<file path="src/rtl/ret_path_pkg.sv">
package ret_path_pkg;
    parameter int ADDR_W    = 21;
    parameter int STK_DEPTH = 31;
    parameter int DATA_W    = 8;
    parameter int STAT_W    = 5;
    parameter int BSR_W     = 4;
    parameter int LVL_DEPTH = 2;
    parameter int INSTR_W   = 16;

    // bits [15:1] of return-from-interrupt, bits [15:8] of return-with-literal
    localparam logic [INSTR_W-2:0] OPC_RETI = 15'h0008;
    localparam logic [7:0]         OPC_RETL = 8'h0C;
endpackage

</file>
<file path="src/rtl/ret_lifo.sv">
// LIFO of DEPTH entries, AW bits wide.
// Push when full is dropped; pop when empty leaves it empty.
// Push and pop in one cycle replace the top (or fill slot 0 when empty).
// top_data reads 0 when empty. Assumes DEPTH >= 1.
module ret_lifo #(
    parameter int AW    = 21,
    parameter int DEPTH = 31
) (
    input  logic          clk,
    input  logic          rst_n,
    input  logic          push,
    input  logic          pop,
    input  logic [AW-1:0] push_data,
    output logic [AW-1:0] top_data,
    output logic          empty
);
    localparam int CW = $clog2(DEPTH + 1);

    logic [AW-1:0] mem [DEPTH];
    logic [CW-1:0] cnt;
    logic [CW-1:0] top_idx;
    logic [CW-1:0] wr_idx;
    logic          wr_en;
    logic          full;

    assign empty    = (cnt == '0);
    assign full     = (cnt == CW'(DEPTH));
    assign top_idx  = cnt - 1'b1;
    assign top_data = empty ? '0 : mem[top_idx];

    // Pick the slot written this cycle
    always_comb begin
        wr_en  = 1'b0;
        wr_idx = cnt;
        if (push && pop) begin
            wr_en  = 1'b1;
            wr_idx = empty ? '0 : top_idx;
        end else if (push && !full) begin
            wr_en  = 1'b1;
        end
    end

    // Occupancy counter
    always_ff @(posedge clk) begin
        if (!rst_n) begin
            cnt <= '0;
        end else if (push && pop) begin
            if (empty) cnt <= CW'(1);
        end else if (pop) begin
            if (!empty) cnt <= cnt - 1'b1;
        end else if (push && !full) begin
            cnt <= cnt + 1'b1;
        end
    end

    // Entry storage, no reset needed
    always_ff @(posedge clk) begin
        if (wr_en) mem[wr_idx] <= push_data;
    end
endmodule

</file>
<file path="src/rtl/ret_decode.sv">
// Combinational decode of the two return instructions.
// Assumes words are ignored while the flush slot is active.
module ret_decode
    import ret_path_pkg::*;
(
    input  logic               instr_valid,
    input  logic               in_flush,
    input  logic [INSTR_W-1:0] instr,
    output logic               is_reti,
    output logic               fast,
    output logic               is_retl,
    output logic [DATA_W-1:0]  literal
);
    logic live;

    // Qualify and match opcodes
    always_comb begin
        live    = instr_valid && !in_flush;
        is_reti = live && (instr[INSTR_W-1:1] == OPC_RETI);
        is_retl = live && (instr[INSTR_W-1:8] == OPC_RETL);
        fast    = instr[0];
        literal = instr[DATA_W-1:0];
    end
endmodule

</file>
<file path="src/rtl/ret_ctx_regs.sv">
// W, STATUS and BSR with one shadow copy each.
// Priority of the live registers: restore or literal over the datapath write.
// Capture always samples the values held before this edge.
module ret_ctx_regs #(
    parameter int DW = 8,
    parameter int SW = 5,
    parameter int BW = 4
) (
    input  logic          clk,
    input  logic          rst_n,
    input  logic          alu_we,
    input  logic [DW-1:0] alu_w,
    input  logic [SW-1:0] alu_status,
    input  logic [BW-1:0] alu_bsr,
    input  logic          lit_we,
    input  logic [DW-1:0] lit,
    input  logic          capture,
    input  logic          restore,
    output logic [DW-1:0] w_q,
    output logic [SW-1:0] st_q,
    output logic [BW-1:0] bsr_q,
    output logic [DW-1:0] sh_w,
    output logic [SW-1:0] sh_st,
    output logic [BW-1:0] sh_bsr
);
    // Live register update
    always_ff @(posedge clk) begin
        if (!rst_n) begin
            w_q   <= '0;
            st_q  <= '0;
            bsr_q <= '0;
        end else if (restore) begin
            w_q   <= sh_w;
            st_q  <= sh_st;
            bsr_q <= sh_bsr;
        end else begin
            if (alu_we) begin
                w_q   <= alu_w;
                st_q  <= alu_status;
                bsr_q <= alu_bsr;
            end
            if (lit_we) w_q <= lit;
        end
    end

    // Shadow capture on interrupt entry
    always_ff @(posedge clk) begin
        if (!rst_n) begin
            sh_w   <= '0;
            sh_st  <= '0;
            sh_bsr <= '0;
        end else if (capture) begin
            sh_w   <= w_q;
            sh_st  <= st_q;
            sh_bsr <= bsr_q;
        end
    end
endmodule

</file>
<file path="src/rtl/ret_path_unit.sv">
// Return path: decodes the returns, pops the address stack, restores
// context, re-arms the interrupt enables and raises a one-cycle flush.
// Assumes the fetch logic loads pc_next while flush is high.
module ret_path_unit
    import ret_path_pkg::*;
(
    input  logic               clk,
    input  logic               rst_n,
    input  logic               instr_valid,
    input  logic [INSTR_W-1:0] instr,
    input  logic               push_req,
    input  logic [ADDR_W-1:0]  push_addr,
    input  logic               push_irq,
    input  logic               irq_level,
    input  logic               prio_mode,
    input  logic               alu_we,
    input  logic [DATA_W-1:0]  alu_w,
    input  logic [STAT_W-1:0]  alu_status,
    input  logic [BSR_W-1:0]   alu_bsr,
    output logic [ADDR_W-1:0]  pc_next,
    output logic               flush,
    output logic               underflow,
    output logic [DATA_W-1:0]  w_out,
    output logic [STAT_W-1:0]  status_out,
    output logic [BSR_W-1:0]   bsr_out,
    output logic               gie_hi,
    output logic               gie_lo
);
    logic              is_reti, fast, is_retl, do_pop, irq_entry;
    logic [DATA_W-1:0] literal;
    logic [ADDR_W-1:0] stk_top;
    logic              stk_empty;
    logic              lvl_top, lvl_empty, srv_high;
    logic              set_hi, set_lo, clr_hi, clr_lo;
    logic [DATA_W-1:0] sh_w;
    logic [STAT_W-1:0] sh_st;
    logic [BSR_W-1:0]  sh_bsr;

    ret_decode u_dec (
        .instr_valid(instr_valid), .in_flush(flush), .instr(instr),
        .is_reti(is_reti), .fast(fast), .is_retl(is_retl), .literal(literal)
    );

    assign do_pop    = is_reti || is_retl;
    assign irq_entry = push_req && push_irq;

    ret_lifo #(.AW(ADDR_W), .DEPTH(STK_DEPTH)) u_addr_stk (
        .clk(clk), .rst_n(rst_n), .push(push_req), .pop(do_pop),
        .push_data(push_addr), .top_data(stk_top), .empty(stk_empty)
    );

    ret_lifo #(.AW(1), .DEPTH(LVL_DEPTH)) u_lvl_rec (
        .clk(clk), .rst_n(rst_n), .push(irq_entry), .pop(is_reti),
        .push_data(irq_level), .top_data(lvl_top), .empty(lvl_empty)
    );

    ret_ctx_regs #(.DW(DATA_W), .SW(STAT_W), .BW(BSR_W)) u_ctx (
        .clk(clk), .rst_n(rst_n),
        .alu_we(alu_we), .alu_w(alu_w), .alu_status(alu_status), .alu_bsr(alu_bsr),
        .lit_we(is_retl), .lit(literal),
        .capture(irq_entry), .restore(is_reti && fast),
        .w_q(w_out), .st_q(status_out), .bsr_q(bsr_out),
        .sh_w(sh_w), .sh_st(sh_st), .sh_bsr(sh_bsr)
    );

    // Decide which enable bit is re-armed or dropped
    always_comb begin
        srv_high = lvl_empty || lvl_top;
        set_hi   = is_reti && (!prio_mode || srv_high);
        set_lo   = is_reti && prio_mode && !srv_high;
        clr_hi   = irq_entry && (!prio_mode || irq_level);
        clr_lo   = irq_entry && prio_mode && !irq_level;
    end

    // Enable bits, clear beats set
    always_ff @(posedge clk) begin
        if (!rst_n) begin
            gie_hi <= 1'b0;
            gie_lo <= 1'b0;
        end else begin
            if (clr_hi)      gie_hi <= 1'b0;
            else if (set_hi) gie_hi <= 1'b1;
            if (clr_lo)      gie_lo <= 1'b0;
            else if (set_lo) gie_lo <= 1'b1;
        end
    end

    // Next PC, flush slot and underflow flag
    always_ff @(posedge clk) begin
        if (!rst_n) begin
            pc_next   <= '0;
            flush     <= 1'b0;
            underflow <= 1'b0;
        end else begin
            flush     <= do_pop;
            underflow <= do_pop && stk_empty;
            if (do_pop) pc_next <= stk_top;
        end
    end
endmodule

</file>
<file path="config.mk">
export PLATFORM = sky130hd
export DESIGN_NAME = ret_path_unit
export DESIGN_NICKNAME = d
export VERILOG_FILES = /design/src/rtl/ret_path_pkg.sv /design/src/rtl/ret_lifo.sv /design/src/rtl/ret_decode.sv /design/src/rtl/ret_ctx_regs.sv /design/src/rtl/ret_path_unit.sv
export SDC_FILE = /design/constraint.sdc
export NUM_CORES = 1
export LEC_CHECK = 0
export BUFFER_PORTS_ARGS = -buffer_cell sky130_fd_sc_hd__buf_2
export CAP_MARGIN = 10
export CORE_ASPECT_RATIO = 0.8
export CORE_UTILIZATION = 35
export CTS_CLUSTER_SIZE = 10
export DETAILED_ROUTE_END_ITERATION = 10
export GPL_TIMING_DRIVEN = 1
export HOLD_SLACK_MARGIN = 0.06
export PLACE_DENSITY = 0.55
export RECOVER_POWER = 50
export SYNTH_ARGS = -nofsm -noshare
export SYNTH_HDL_FRONTEND = slang
export SYNTH_SLANG_ARGS = --single-unit
</file>
<file path="constraint.sdc">
create_clock -name clk -period 5.6 [get_ports clk]
set_input_delay 0.56 -clock clk [delete_from_list [all_inputs] [get_ports clk]]
set_output_delay 0.56 -clock clk [all_outputs]
set_load 0.1 [all_outputs]
</file>
==> results.cfg, run 1 <==
[worst_setup_path]
crit_top_cell = buf_4
crit_family = buffers and inverters
required_ps = 6070
cp_num_cells = 9
startpoint_type = flop
crit_fanout = 48
crit_type = reg2reg
reg2regPathDepth = 9
slowest_stage = buf_4
worstPathCellList = inv_1 -> ha_4 -> xor2_4 -> buf_4 -> buf_4 -> mux4_2 -> mux2_2 -> a22oi_1 -> o21ai_0
worstSetupEndpointType = flop
cp.arrival_ps = 4330
crit_path_max_incr_delay_ps = 760
crit_buf_inv = 3

[logic_synthesis]
yosysUniqueCellTypes = 65
ys_ff_latch = 719
syn_area_mm2 = 0.0284
ys_async_sr_fraction = 0
yosys_warnings = 0
synth_ff_type = edfxtp_1
yosys-top-cells-area = edfxtp_1 (69%), mux4_2 (13%), dfxtp_1 (4.7%)
ys_top_cells_by_count = edfxtp_1 (653), mux4_2 (167), nand2_1 (93)
synth_cells = 1455
synth_edf_count = 653
syn_nets = 1522
ys_seq_area_frac = 0.737
syn_avg_cell_area_um2 = 19.5
synthMostInstantiatedCell = edfxtp_1
netlist.area_leader.share = 0.691
yosysTopAreaCell = edfxtp_1

[placed_design]
gp_congestion = 0.809
hpwl_mm = 39.6
pre_cts_slack_ps = 1580
portBuffers = 103
dpl.cell_count = 2611

[pwr]
clkPwrFrac = 0.407
swShare = 0.230
p_sw_mw = 2.74
p_leak_nw = 10.2
p_per_area_mw_per_mm2 = 364
power_mw = 11.9
peakVddDrop_uv = 217
p_comb_frac = 0.095
seq_power_share = 0.498
internal-power_mw = 9.19

[clock_network]
cts_tree = done
root_buffer = clkbuf_16
hold_buffers = 0
postCtsSetupRepairBufs = 0
insertion_delay_ps = 630
clkTransAtPathRegs_ps = 60
ctsResizeCount = 0
htree_levels = 3
clockBufferDepth = 3
cts.sinks = 719
cts_buffers = 82

[floorplanning]
rows = 93
dieHeight_um = 257
fp.coreArea_mm2 = 0.0804
io_pins = 104
die_w_um = 320
start_util = 0.353
die_area_mm2 = 0.0822

[route]
vias_per_cell = 5.31
drc = 0
vias = 14600
top_layer_used = met5
dr_wl_met3_mm = 4.23
wl_met2_mm = 31.1
wl_mm = 69.0
dr.first_iter.drc_count = 1510
drtAntennaViolNets = 0
drt-met1-wl_mm = 31.6
dr.pass1.iters = 7
post_drt_wl_per_cell_um = 25.1

[status]
violations = max-capacitance violations, max-slew violations
status = finished, violations left

[sta]
min_period_over_period = 0.689
drv_slew = 192
rsz0062_at_grt = false
maxSlewHeadroom = -0.0996
finalSetupTns_ps = 0
finalWorstSetupSlack_ps = 1740
setup_viol = 0
tightest_slew_ps = 1650
fmax_mhz = 259
skew_ps = 21.7
period_needed_ps = 3860
hold_viol = 0

[layout]
final_cells = 2756
n_antenna_cell = 0
drive_gt1_frac = 0.276
fillers = 7174
syn2layout_area_growth_pct = 15.3
fin_nets = 1671

[grt]
grt_pass1_wl_mm = 101
antenna_found_initial = 1
grt_overflow = 0
grt_pass1_vias = 14900
grt_use_total = 0.169
grt_max_degree = 56

[worst_hold_path]
hold_path_depth = 1
hold_path_class = in2reg

[job]
maxCapViolCount = 7
==> area by class of cell <==
type                            instances  area [µm²]  area share
Tap cell                             1092        1370      0.0417
Multi-Input combinational cell        640        7200       0.220
Clock inverter                          8         104     0.00317
Inverter                                8        30.0    0.000917
Timing Repair Buffer                  153         817      0.0250
Clock buffer                          136        2290      0.0698
Sequential cell                       719       20900       0.640
==> state kept, by name, indices dropped and copies added (netlist names) <==
name,flops
underflow,1
pc_next,21
flush,1
u_lvl_rec.cnt,2
u_ctx.sh_bsr,4
u_ctx.st_q,5
u_ctx.sh_w,8
gie_lo,1
u_ctx.w_q,8
u_addr_stk.cnt,5
u_ctx.bsr_q,4
gie_hi,1
u_lvl_rec.mem,2
u_ctx.sh_st,5
u_addr_stk.mem,651
==> layout by cell type (no fill, tap or decap), drive strengths merged, types with 3 or more instances in the layout <==
cell     instances
edfxtp         653
clkbuf         195
mux4           167
buf             94
nand2           93
dfxtp           66
mux2            62
a21oi           37
mux2i           31
nor3            31
nor2            28
o21ai           23
a22oi           22
a211oi          17
nand3           14
inv             13
and2            12
o211ai           9
o2bb2ai          8
a221o            8
and3             6
o31ai            6
nor4             6
ha               5
a311oi           4
or4              4
or3              3
o31a             3
nor4b            3
a31oi            3
nand4            3
o221ai           3
xnor2            3
==> metal layers <==
| metal | track usage | up-vias |
|---|---|---|
| met5 | 0 | - |
| met4 | 0.0583 | 2 |
| met3 | 0.0332 | 106 |
| met2 | 0.253 | 479 |
| met1 | 0.245 | 7717 |
| li1 | - | 6321 |
==> path summary, 6_finish.rpt <==
kind              slack (ps)         startpoint                to
setup reg to reg        1740  u_addr_stk.cnt[0]        pc_next[5]
hold reg to reg          450      u_ctx.sh_w[3]      u_ctx.w_q[3]
hold / removal           230          irq_level  u_lvl_rec.mem[0]
setup / recovery        1740  u_addr_stk.cnt[0]        pc_next[5]
==> logic make-up after synthesis <==
kind of cell | count (synthesis) | share of synthesized area
adder cells (fa/ha/maj) | 5 | 0.00220
AO/OA/AOI/OAI | 157 | 0.0390
buffers and inverters | 96 | 0.0154
flip-flops | 719 | 0.737
AND/OR/NAND/NOR | 213 | 0.0364
XOR/XNOR | 5 | 0.00154
multiplexers | 260 | 0.168
==> per-stage QoR <==
step,area (µm²),utilization,hold WS (ps)
finish,32700,0.407,232
global route,32700,0.407,200
floorplan,28400,-,432
CTS,32800,0.408,124
detailed placement,30400,0.378,444
global placement,30400,0.378,442
==> worst reg2reg max path: stages (launching register included) <==
cell and delay [ps]:
dfxtp_4 570, inv_1 230, ha_4 270, xor2_4 150, buf_4 600, buf_4 780, mux4_2 510, mux2_2 320
a22oi_1 180, o21ai_0 110
==> power by group through the flow <==
| stage | sequential, mW | clock (mW) | combinational (mW) |
|---|---|---|---|
| after CTS | 5.94 | 4.98 | 1.15 |
| after detailed placement | 6.05 | 0 | 1.15 |
| final | 5.94 | 4.86 | 1.13 |
| after floorplan | 6.09 | 0 | 0.702 |
| after global routing | 5.94 | 5.18 | 1.20 |
| after global placement | 6.04 | 0 | 1.14 |
Power figures use the tool's default switching activity.
==> run 2: changes to the inputs <==
--- a/config.mk
+++ b/config.mk
@@ -5,6 +5,7 @@
 export SDC_FILE = /design/constraint.sdc
 export NUM_CORES = 1
 export LEC_CHECK = 0
+export ABC_AREA = 1
 export BUFFER_PORTS_ARGS = -buffer_cell sky130_fd_sc_hd__buf_2
 export CAP_MARGIN = 10
 export CORE_ASPECT_RATIO = 0.8
@@ -13,7 +14,7 @@
 export DETAILED_ROUTE_END_ITERATION = 10
 export GPL_TIMING_DRIVEN = 1
 export HOLD_SLACK_MARGIN = 0.06
-export PLACE_DENSITY = 0.55
+export PLACE_DENSITY = 0.57
 export RECOVER_POWER = 50
 export SYNTH_ARGS = -nofsm -noshare
 export SYNTH_HDL_FRONTEND = slang
==> constraint.sdc (replaced) <==
create_clock -name clk -period 3.47 [get_ports clk]
set_input_delay 0.347 -clock clk [delete_from_list [all_inputs] [get_ports clk]]
set_output_delay 0.347 -clock clk [all_outputs]
set_load 0.1 [all_outputs]
==> run 2 against run 1 <==
  * The run still ends with max-capacitance violations, max-slew violations left
  * Total power up 64%
  * Non-clock buffer count up 28
  * Worst setup slack worse by 1200 ps
  * Die area up 3.1%
  * Routed wire length up 15%
  * Cell area up 2.6%
  * Synthesized cell count up 79%
  * Critical endpoint is now u_addr_stk.mem[25][8]
  * Highest routed layer is now met4
==> results.cfg, run 2 <==
[worst_setup_path]
startpoint_type = flop
crit_path_max_incr_delay_ps = 350
cp.arrival_ps = 3220
required_ps = 3750
worstPathCellList = inv_1 -> ha_4 -> nand3_1 -> nor2_1 -> inv_2 -> nand2_1 -> nand3_1 -> nand2_1 -> nand3_1 -> nor2_2 -> buf_4
crit_top_cell = nand3_1
crit_fanout = 13
slowest_stage = dfxtp_1
crit_type = reg2reg
worstSetupEndpointType = flop

[grt]
grt_pass1_wl_mm = 122
grt_use_total = 0.188
grt_overflow = 0
grt_max_degree = 251
antenna_found_initial = 0
grt_pass1_vias = 19700

[placed_design]
portBuffers = 103
hpwl_mm = 45.4
pre_cts_slack_ps = 557
gp_congestion = 0.925

[job]
maxCapViolCount = 13

[sta]
rsz0062_at_grt = false
skew_ps = 28.4
setup_viol = 0
maxSlewHeadroom = -0.191
tightest_slew_ps = 1790
min_period_over_period = 0.846
hold_viol = 0
period_needed_ps = 2940
drv_slew = 427
finalWorstSetupSlack_ps = 534
fmax_mhz = 341

[route]
vias_per_cell = 5.19
drc = 0
post_drt_wl_per_cell_um = 20.7
dr.pass1.iters = 9
vias = 20000
dr.first_iter.drc_count = 2196
drtAntennaViolNets = 0
wl_mm = 79.7

[layout]
final_cell_mix = nand2_1 (788), edfxtp_1 (653), nand3_1 (595)
reg_top3 = u_addr_stk.mem: 651 flops, pc_next: 21 flops
largest_register_ffs = 651
regMostFlops = u_addr_stk.mem
final_util = 0.408
layout_commonest_cell = nand2_1
drive_gt1_frac = 0.103
fillers = 7786
fin_nets = 2777
n_antenna_cell = 0
syn2layout_area_growth_pct = 14.8

[logic_synthesis]
ys_seq_area_frac = 0.715
synthMostInstantiatedCell = nand2_1
synth_edf_count = 653
synth_ff_type = edfxtp_1
netlist.area_leader.share = 0.670
synth_cells = 2599
ys_async_sr_fraction = 0
yosysUniqueCellTypes = 34
syn_avg_cell_area_um2 = 11.3
syn_nets = 2666
yosysTopAreaCell = edfxtp_1
syn_area_mm2 = 0.0293
yosys-top-cells-area = edfxtp_1 (67%), nand3_1 (10%), nand2_1 (10%)
yosys_warnings = 0
ys_top_cells_by_count = nand2_1 (790), edfxtp_1 (653), nand3_1 (594)
ys_ff_latch = 719

[floorplanning]
die_area_mm2 = 0.0848
io_pins = 104
rows = 94
fp.coreArea_mm2 = 0.0824
start_util = 0.355
dieHeight_um = 261
die_w_um = 325

[pwr]
p_per_area_mw_per_mm2 = 584
peakVddDrop_uv = 353
p_leak_nw = 12.0

[clock_network]
postCtsSetupRepairBufs = 0
cts.sinks = 719
clockBufferDepth = 3
cts_tree = done
clkTransAtPathRegs_ps = 60
cts_buffers = 82
htree_levels = 3
root_buffer = clkbuf_16
insertion_delay_ps = 630

[worst_hold_path]
hold_path_class = in2reg

[status]
violations = max-capacitance violations, max-slew violations
status = finished, violations left
## run 2: cell count changes after synthesis, moves of 54 or more
cell,delta
nor2_1,+65
nand2_1,+697
mux2_2,-56
inv_1,+54
mux4_2,-167
nand3_1,+580
## run 2: repair_timing
item / 4_1_cts / 5_1_grt
hold endpoints to repair: 3 / 0
hold buffers: 1 / 0
gates resized for setup: 0 / 0
## run 2: area by class of cell
| cell class | count | area [µm²] | area share |
|---|---|---|---|
| clock buffers | 122 | 2200 | 0.0655 |
| well taps | 1104 | 1380 | 0.0411 |
| flip-flops and latches | 719 | 20900 | 0.623 |
| repair buffers | 181 | 1170 | 0.0350 |
| inverters | 67 | 262 | 0.00778 |
| clock inverters | 7 | 115 | 0.00343 |
| multi-input cells | 1659 | 7530 | 0.224 |
## run 2: logic make-up after synthesis
group	after synthesis	share of synthesized area
buffers and inverters	221	0.0313
and+or+nand+nor	1506	0.221
adders and majority gates	5	0.00214
DFF	719	0.715
xor gates and xnor gates	6	0.00180
muxes	6	0.00231
AOI/OAI and AO/OA	136	0.0261
## run 2: power breakdown
group	internal [mW]	switching (mW)	total, mW	leakage, nW
Sequential	9.57	0.0418	9.61	6.43
Clock	4.43	3.30	7.73	1.11
Combinational	0.590	1.69	2.28	4.48
Total	14.6	5.02	19.6	12.0
## run 2: metrics by stage
step / std cells / hold WS (ps) / setup TNS [ps] / instance area (µm²) / total power [mW]
global placement: 3729 / 439 / 0 / 31300 / 12.0
floorplan: 2599 / 430 / -52020 / 29300 / 11.2
CTS: 3859 / 68.7 / 0 / 33700 / 19.8
detailed placement: 3729 / 449 / 0 / 31300 / 12.1
finish: 3859 / 115 / 0 / 33600 / 19.6
global route: 3859 / 137 / 0 / 33600 / 20.4
## run 2: path summary, 6_finish.rpt
kind                                               to  cells past startpoint         startpoint  slack (ps)
worst max register to register  u_addr_stk.mem[25][8]                     11  u_addr_stk.cnt[1]         530
worst max-delay path            u_addr_stk.mem[25][8]                     11  u_addr_stk.cnt[1]         530
worst min register to register          u_ctx.st_q[3]                      2     u_ctx.sh_st[3]         460
worst min-delay path                   u_ctx.bsr_q[2]                      5         alu_bsr[2]         110
## run 2: routing by layer
| layer | vias up | GRT usage | share of wire |
|---|---|---|---|
| met4 | 0 | 0.0567 | 0.023 |
| met5 | - | 0 | 0 |
| met2 | 734 | 0.288 | 0.44 |
| li1 | 9328 | - | - |
| met3 | 130 | 0.0321 | 0.072 |
| met1 | 9850 | 0.274 | 0.46 |
## run 2: worst max-delay path, delay by kind of cell (launching register included)
kind / cells / cell delay, ps
buffers and inverters: 3 / 580
and+or+nand+nor: 7 / 1440
DFF: 1 / 350
adders and majority gates: 1 / 200
==> run 3: changes to the inputs <==
--- a/config.mk
+++ b/config.mk
@@ -5,7 +5,7 @@
 export SDC_FILE = /design/constraint.sdc
 export NUM_CORES = 1
 export LEC_CHECK = 0
-export ABC_AREA = 1
+export ABC_AREA = 0
 export BUFFER_PORTS_ARGS = -buffer_cell sky130_fd_sc_hd__buf_2
 export CAP_MARGIN = 10
 export CORE_ASPECT_RATIO = 0.8
==> constraint.sdc (replaced) <==
create_clock -name clk -period 2.58 [get_ports clk]
set_input_delay 0.258 -clock clk [delete_from_list [all_inputs] [get_ports clk]]
set_output_delay 0.258 -clock clk [all_outputs]
set_load 0.1 [all_outputs]
==> run 3 against run 2 <==
  * Sequential power rose by 34%
  * Routed wire length fell by 4.3%
  * The flow finishes with violations (max-capacitance violations, max-slew violations, negative setup slack)
  * Sequential cell count did not move
  * Critical path depth fell by 3
  * Global-route usage fell by 0.46 points
  * Non-clock buffer count rose by 154
  * Final cell count fell by 24%
  * Clock skew rose by 17 ps
  * Via count fell by 22%
  * Fmax rose by 12%
  * Sequential share of layout area fell by 4.2 points
  * Critical endpoint is now pc_next[2]
==> results.cfg, run 3 (synthesized netlist as in run 1, its figures left out) <==
[worst_setup_path]
worstSetupEndpointType = flop
crit_top_cell = mux4_2
crit_path_max_incr_delay_ps = 570
startpoint_type = flop
slowest_stage = mux4_2
required_ps = 3090
crit_family = multiplexers
cp.arrival_ps = 3130
crit_type = reg2reg
crit_buf_inv = 3
crit_fanout = 11
worstPathCellList = inv_8 -> ha_4 -> buf_12 -> buf_8 -> mux4_2 -> mux4_2 -> and2_1 -> a221o_1

[sta]
min_period_over_period = 1.01
worst_hold_slack_ps = 100
setup_viol = 26
drv_slew = 607
fmax_mhz = 382
tightest_slew_ps = 1990
period_needed_ps = 2620
rsz0062_at_grt = true
maxSlewHeadroom = -0.324
hold_viol = 0
finalWorstSetupSlack_ps = -37.7
skew_ps = 45.7

[clock_network]
cts_buffers = 83
cts.sinks = 719
root_buffer = clkbuf_16
htree_levels = 3
clkTransAtPathRegs_ps = 60
insertion_delay_ps = 660
clockBufferDepth = 3
cts_tree = done

[job]
maxCapViolCount = 19

[pwr]
swShare = 0.240
peakVddDrop_uv = 520
p_comb_frac = 0.124
clkPwrFrac = 0.399
internal-power_mw = 20.5
p_per_area_mw_per_mm2 = 750
p_sw_mw = 6.49
seq_power_share = 0.477
p_leak_nw = 11.8

[route]
vias = 15700
wl_mm = 76.3
dr.first_iter.drc_count = 1459
drt-met1-wl_mm = 34.7
post_drt_wl_per_cell_um = 26.0
dr_wl_met3_mm = 5.62
drtAntennaViolNets = 0
vias_per_cell = 5.34
drc = 0
dr.pass1.iters = 5
wl_met2_mm = 34.5
top_layer_used = met5

[worst_hold_path]
hold_path_class = in2reg

[grt]
grt_pass1_wl_mm = 109
grt_pass1_vias = 15600
antenna_found_initial = 6
grt_max_degree = 55
grt_overflow = 0
grt_use_total = 0.184

[layout]
final_area_mm2 = 0.0360
largest_register_ffs = 651
regMostFlops = u_addr_stk.mem
syn2layout_area_growth_pct = 27.0
fillers = 6833
layout_commonest_cell = edfxtp_1
reg_top3 = u_addr_stk.mem: 651 flops, pc_next: 21 flops
final_cell_mix = edfxtp_1 (653), mux4_2 (167), buf_4 (107)
drive_gt1_frac = 0.382
fin_nets = 1855
final_util = 0.448

[floorplanning]
dieHeight_um = 257
rows = 93
fp.coreArea_mm2 = 0.0804
start_util = 0.353
io_pins = 104
die_w_um = 320
die_area_mm2 = 0.0822

[placed_design]
portBuffers = 103
gp_congestion = 0.799
hpwl_mm = 45.7
dpl-instance-area_mm2 = 0.0323

[status]
status = finished, violations left
violations = max-capacitance violations, max-slew violations, negative setup slack
-- run 3: cell types whose count changed in the layout (fill, tap and decap cells not counted), moves of 44 or more --
cell,change
buf_12,+55
nand3_1,-581
inv_1,-56
nor2_1,-44
mux4_2,+167
nand2_1,-696
mux2_2,+56
-- run 3: layout make-up --
class / count / area, µm² / area share
multi-input combinational: 641 / 7730 / 0.214
clock buffer: 130 / 2270 / 0.0631
timing repair buffer: 335 / 3510 / 0.0974
tap: 1092 / 1370 / 0.0379
clock inverter: 11 / 190 / 0.00528
sequential: 719 / 20900 / 0.581
inverter: 8 / 37.5 / 0.00104
antenna: 1 / 2.50 / 0.0000694
-- run 3: power groups by stage --
stage | Combinational (mW) | Sequential [mW] | Clock, mW
after floorplan | 1.67 | 13.2 | 0
after global placement | 2.99 | 13.1 | 0
after detailed placement | 3.02 | 13.1 | 0
after CTS | 3.24 | 12.9 | 11.0
after global routing | 3.52 | 12.9 | 11.5
final | 3.36 | 12.9 | 10.8
-- run 3: metal layers --
metal | global-route usage | vias up
met4 | 0.0440 | 2
li1 | - | 6697
met2 | 0.276 | 607
met5 | 0 | -
met1 | 0.272 | 8275
met3 | 0.0389 | 90
-- run 3: worst register-to-register path, stage by stage (launching register included) --
cell	delay, ps
dfxtp_4	400
inv_8	40
ha_4	300
buf_12	140
buf_8	170
mux4_2	430
mux4_2	580
and2_1	190
a221o_1	250
-- run 3: final timing paths --
path | to | depth (start not counted) | start | slack, ps
max | pc_next[2] | 8 | u_addr_stk.cnt[0] | -40
min | u_ctx.w_q[5] | 5 | alu_w[5] | 100
max reg2reg | pc_next[2] | 8 | u_addr_stk.cnt[0] | -40
min reg2reg | u_ctx.w_q[2] | 2 | u_ctx.sh_w[2] | 450
-- run 3: what timing repair did --
item,in CTS,in global routing
hold endpoints to repair,22,0
setup endpoints to repair,595,526
pin swaps,7,10
gates cloned,9,7
setup buffers,25,25
gates resized for setup,39,30
hold buffers,20,0
-- run 3: per-stage QoR --
step | power (mW) | cells | setup WS [ps] | setup TNS (ps)
after floorplan | 14.9 | 1455 | -722 | -415780
final | 27.0 | 2937 | -37.7 | -366
after detailed placement | 16.1 | 2710 | -466 | -223400
after global placement | 16.1 | 2710 | -458 | -214620
after global routing | 27.9 | 2936 | -68.9 | -3770
after CTS | 27.1 | 2905 | -18.5 | -47.0
